`src/rtl/irq_aggregator.sv`:
```
module irq_aggregator #(
  parameter int unsigned HW_VER = 32'h0200,
  parameter int unsigned AW     = 3,
  parameter int unsigned DW     = 32,
  parameter int unsigned AUX_W  = 16
) (
  input  logic          clk,
  input  logic          rst_n,
  input  logic          wr_en,
  input  logic [AW-1:0] wr_addr,
  input  logic [DW-1:0] wr_data,
  input  logic [AW-1:0] rd_addr,
  output logic [DW-1:0] rd_data,
  input  logic          done_evt,
  input  logic          bus_err_evt,
  input  logic          soft_rst,
  input  logic          src_en,
  input  logic          inj_hlth,
  input  logic          inj_cont,
  output logic          irq
);

  localparam bit            NEW_VER = (HW_VER >= 32'h0200);
  localparam logic [AW-1:0] A_CCTL  = AW'(0);
  localparam logic [AW-1:0] A_FLAGS = AW'(1);
  localparam logic [AW-1:0] A_CFG   = AW'(2);
  localparam logic [AW-1:0] A_AUX   = AW'(3);
  localparam logic [AW-1:0] A_STAT  = AW'(4);
  localparam logic [AW-1:0] A_MASK  = AW'(5);
  localparam logic [AW-1:0] A_UNM   = AW'(6);
  localparam logic [AW-1:0] A_MSET  = AW'(7);

  logic [2:0]       en_q, flg_q;
  logic             core_q, berr_q, tue_q;
  logic [1:0]       mask_q;
  logic [AUX_W-1:0] aux_q;

  logic             wr_cctl, wr_cfg, wr_aux, wr_stat, wr_unm, wr_mset;
  logic [2:0]       en_nx, clr, set, flg_nx;
  logic [1:0]       w1c;
  logic             acc_hlth, acc_cont, recompute, core_pend;

  assign wr_cctl = wr_en && (wr_addr == A_CCTL);
  assign wr_cfg  = wr_en && (wr_addr == A_CFG);
  assign wr_aux  = wr_en && (wr_addr == A_AUX);
  assign wr_stat = wr_en && (wr_addr == A_STAT);
  assign wr_unm  = wr_en && (wr_addr == A_UNM);
  assign wr_mset = wr_en && (wr_addr == A_MSET);

  assign en_nx    = wr_cctl ? wr_data[2:0] : en_q;
  assign clr      = wr_cctl ? wr_data[5:3] : 3'b000;
  assign acc_hlth = src_en && inj_hlth;
  assign acc_cont = src_en && inj_cont && (NEW_VER || tue_q);
  assign set      = {acc_cont, acc_hlth, done_evt};
  assign flg_nx   = (flg_q & ~clr) | set;

  assign recompute = wr_cctl || done_evt || acc_hlth || acc_cont;
  assign core_pend = |(flg_nx & en_nx);
  assign w1c       = wr_stat ? wr_data[1:0] : 2'b00;

  always_ff @(posedge clk or negedge rst_n) begin
    if (!rst_n) begin
      en_q   <= '0;
      flg_q  <= '0;
      core_q <= 1'b0;
    end else if (soft_rst) begin
      en_q   <= en_nx;
      flg_q  <= '0;
      core_q <= 1'b0;
    end else begin
      en_q   <= en_nx;
      flg_q  <= flg_nx;
      if (recompute)   core_q <= core_pend;
      else if (w1c[0]) core_q <= 1'b0;
    end
  end

  always_ff @(posedge clk or negedge rst_n) begin
    if (!rst_n) begin
      berr_q <= 1'b0;
      mask_q <= 2'b11;
    end else begin
      berr_q <= bus_err_evt || (berr_q && !w1c[1]);
      if (wr_unm)       mask_q <= mask_q & ~wr_data[1:0];
      else if (wr_mset) mask_q <= mask_q | wr_data[1:0];
    end
  end

  generate
    if (NEW_VER) begin : g_new
      always_ff @(posedge clk or negedge rst_n) begin
        if (!rst_n)      aux_q <= '0;
        else if (wr_aux) aux_q <= wr_data[AUX_W-1:0];
      end
      assign tue_q = 1'b0;
    end else begin : g_old
      logic tue_r;
      always_ff @(posedge clk or negedge rst_n) begin
        if (!rst_n)      tue_r <= 1'b0;
        else if (wr_cfg) tue_r <= wr_data[1];
      end
      assign tue_q = tue_r;
      assign aux_q = '0;
    end
  endgenerate

  assign irq = |({berr_q, core_q} & ~mask_q);

  always_comb begin
    rd_data = '0;
    case (rd_addr)
      A_CCTL:  rd_data = DW'(en_q);
      A_FLAGS: rd_data = DW'({flg_q[2], 1'b0, flg_q[1], flg_q[0]});
      A_CFG:   rd_data = DW'({tue_q, 1'b0});
      A_AUX:   rd_data = DW'(aux_q);
      A_STAT:  rd_data = DW'({berr_q, core_q});
      A_MASK:  rd_data = DW'(mask_q);
      default: rd_data = '0;
    endcase
  end

  logic unused_bits;
  assign unused_bits = ^{wr_data, wr_cfg};

endmodule


```
`config.mk`:
```
export PLATFORM = sky130hd
export DESIGN_NAME = irq_aggregator
export DESIGN_NICKNAME = d
export VERILOG_FILES = /design/src/rtl/irq_aggregator.sv
export SDC_FILE = /design/constraint.sdc
export NUM_CORES = 1
export LEC_CHECK = 0
export ABC_CLOCK_PERIOD_IN_PS = 1100
export BUFFER_PORTS_ARGS = -buffer_cell sky130_fd_sc_hd__buf_4
export CAP_MARGIN = 20
export CORE_MARGIN = 2
export CORE_UTILIZATION = 40
export DETAILED_ROUTE_END_ITERATION = 10
export MAX_ROUTING_LAYER = met4
export PLACE_DENSITY = 0.85
export SKIP_LAST_GASP = 1
export SYNTH_ARGS = -nofsm -noshare
export SYNTH_HDL_FRONTEND = slang
export SYNTH_SLANG_ARGS = --single-unit
export TNS_END_PERCENT = 20
```
`constraint.sdc`:
```
create_clock -name clk -period 1.1 [get_ports clk]
set_input_delay 0.11 -clock clk [delete_from_list [all_inputs] [get_ports clk]]
set_output_delay 0.11 -clock clk [all_outputs]
set_load 0.005 [all_outputs]
```
==> impl_metrics.ini <==
[run_status]
status = finished with violations
violations = negative setup slack

[worst_setup_path]
critPathCaptureType = output port
r2r-start = en_q[0]
critPathKind = flip-flop to output port
start_kind = flip-flop
cp_max_fo = 2
critPathMaxStageDelay_ns = 0.54
crit_chain = nand2_1, o21ai_0, a21oi_1, o22ai_1, buf_4
required_ns = 0.99
arrival_ns = 1.28
crit_family = flip-flops
crit_buf_inv = 1
slowest_stage = dfstp_2

[die]
die-width_um = 64.73
ios = 80
rows = 22
core_area_um2 = 3606
fp.dieH_um = 64.73
initial_core_util_pct = 40.91
dieArea_um2 = 4190

[sta]
fin_tns_setup_ns = -0.9031
hold_viol = 0
period_share_pct = 126.8
fin_ws_ns = -0.2944
whs_ns = 0.002426
min_period_ns = 1.394
setup_violations = 6
rsz0062_at_grt = true
finClkSkew_ns = 0.002188
slew_viol_final = 0
max_freq_mhz = 717.1

[layout]
seqCellArea_um2 = 653.1
drive_above_1_share_pct = 41.38
fillCellCount = 324
instances_no_fill = 251
fin_area_um2 = 1993
final_common_cell = buf_4
layout.nets = 251
fin_util_pct = 55.27
syn_to_final_growth_pct = 35.11
final_cell_mix = buf_4 (57), dfrtp_1 (24), mux2_2 (16), conb_1 (16), and2_1 (12)
diodes = 0
multi_input_area_um2 = 724.4

[routing]
wl_per_cell_um = 12.67
first_pass_iters = 4
drtIter0Drc = 54
vias = 1198
drc = 0
routed_wl_um = 3180
viasPerCell = 4.773
ant_nets = 0

[power]
total_leakage_power_nw = 0.9812
comb_power_share_pct = 22.3
netSwitchingFraction_pct = 24.64
powerDensity_nw_per_um2 = 1320
seqPwrFrac_pct = 47.1
max-vdd-ir-drop_v = 0.0006270
switchingPower_mw = 0.6480
finalPower_mw = 2.630
p_int_mw = 1.982
power.share.clock_pct = 30.6

[placement]
placed_area_um2 = 1899
dp_hpwl_um = 2439
gp_congestion = 0.8962
port_buffers = 47
placed_cells = 245
dp_slack_ns = -0.3264

[global_route]
antenna_found_initial = 0
grt_pass1_wl_um = 5064
track_usage_pct = 16.36
grt_overflow = 0
grt_pass1_vias = 1109
grt_max_degree = 27

[logic_synthesis]
synth.largest_area_cell = dfrtp_1
async_flop_share_pct = 100.0
yosysTopAreaCellShare_pct = 40.71
synth-seq-cells = 26
yosysSeqAreaShare_pct = 44.27
syn_area_per_cell_um2 = 10.17
synth_edf_count = 0
synth_area_leaders = dfrtp_1 (41%), mux2_2 (13%), buf_4 (8.1%)
yosysWarnings = 0
syn_area_um2 = 1475
syn_inst = 145
synth_cell_type_count = 33
ys.flop_type = dfrtp_1

[clock_network]
cts_root_buffer = clkbuf_8
worstSkewPairLatency_ns = 0.28
clk_pin_slew_ns = 0.09
cts_tree = done
clock-sinks = 26
cts-htree-levels = 1
cts-buffers-inserted = 3
cts_buffer_depth = 2

[flow_run]
drv_cap = 0

[worst_hold_path]
hp-start = bus_err_evt
hp-class = input port to flip-flop
## logic make-up after synthesis
group           synth area share (%)
simple gates                   16.79
mux                            15.01
buf+inv                        11.03
compound gates                 12.64
flops                          44.28
other cells                   0.2542
## flip-flops by register name (all words and copies together) (netlist names), named ones only
| name | flops |
|---|---|
| en_q | 3 |
| aux_q | 16 |
| core_q | 1 |
| flg_q | 3 |
| berr_q | 1 |
## power groups by stage
stage | combinational (mW) | sequential [mW] | clock (mW)
2_1_floorplan | 0.350 | 1.22 | 0
3_3_place_gp | 0.567 | 1.25 | 0
3_5_place_dp | 0.580 | 1.26 | 0
4_1_cts | 0.586 | 1.24 | 0.809
5_1_grt | 0.651 | 1.26 | 0.863
6_report | 0.588 | 1.24 | 0.805
## timing repair
action                     CTS  global route
buffers inserted             0             1
hold buffers                 1             0
pin swaps                    1             1
gates resized for setup      1             1
setup endpoints to repair    6            18
hold endpoints to repair    24             0
## final timing paths
| check | endpoint | slack (ns) | cells after the start |
|---|---|---|---|
| worst min-delay path | berr_q | 0.002 | 2 |
| worst max-delay path | rd_data[1] | -0.29 | 5 |
| worst max register to register | core_q | -0.08 | 3 |
| worst min register to register | aux_q[2] | 0.49 | 2 |
| max in group asynchronous | asynchronous set/reset pin | 0.52 | 2 |
| min in group asynchronous | berr_q | 0.29 | 2 |
## final cells by class
type	instances	area share, %
clock buffers	3	2.072
clock inverters	1	1.507
inverters	7	1.318
multi-input cells	107	36.35
flip-flops and latches	26	32.77
well taps	48	3.013
repair buffers	59	22.98
## synth_stat cells (all sizes together), types with 2 or more instances
library cell	n
a21boi	2
a21o	2
a21oi	7
a22oi	2
and2	12
buf	17
clkbuf	3
dfrtp	24
dfstp	2
inv	7
mux2	17
mux2i	3
nand2	9
nand3	2
nand4	3
nor2	7
o21a	2
o21ai	9
o22ai	2
## worst reg2reg max path: cells and delay by family (launching register included)
family / cells / cell delay (ns)
multiplexers: 1 / 0.28
flip-flops: 1 / 0.39
AO/OA/AOI/OAI: 2 / 0.40
## metal layers
metal | track usage, % | share of wire [%] | vias to the layer above
met4 | 7.979 | 2.2 | 0
met1 | 22.12 | 45 | 549
li1 | - | - | 594
met2 | 23.71 | 47 | 50
met5 | - | 0 | -
met3 | 2.951 | 6.4 | 5
No activity file was read; power rests on OpenSTA's default activity.
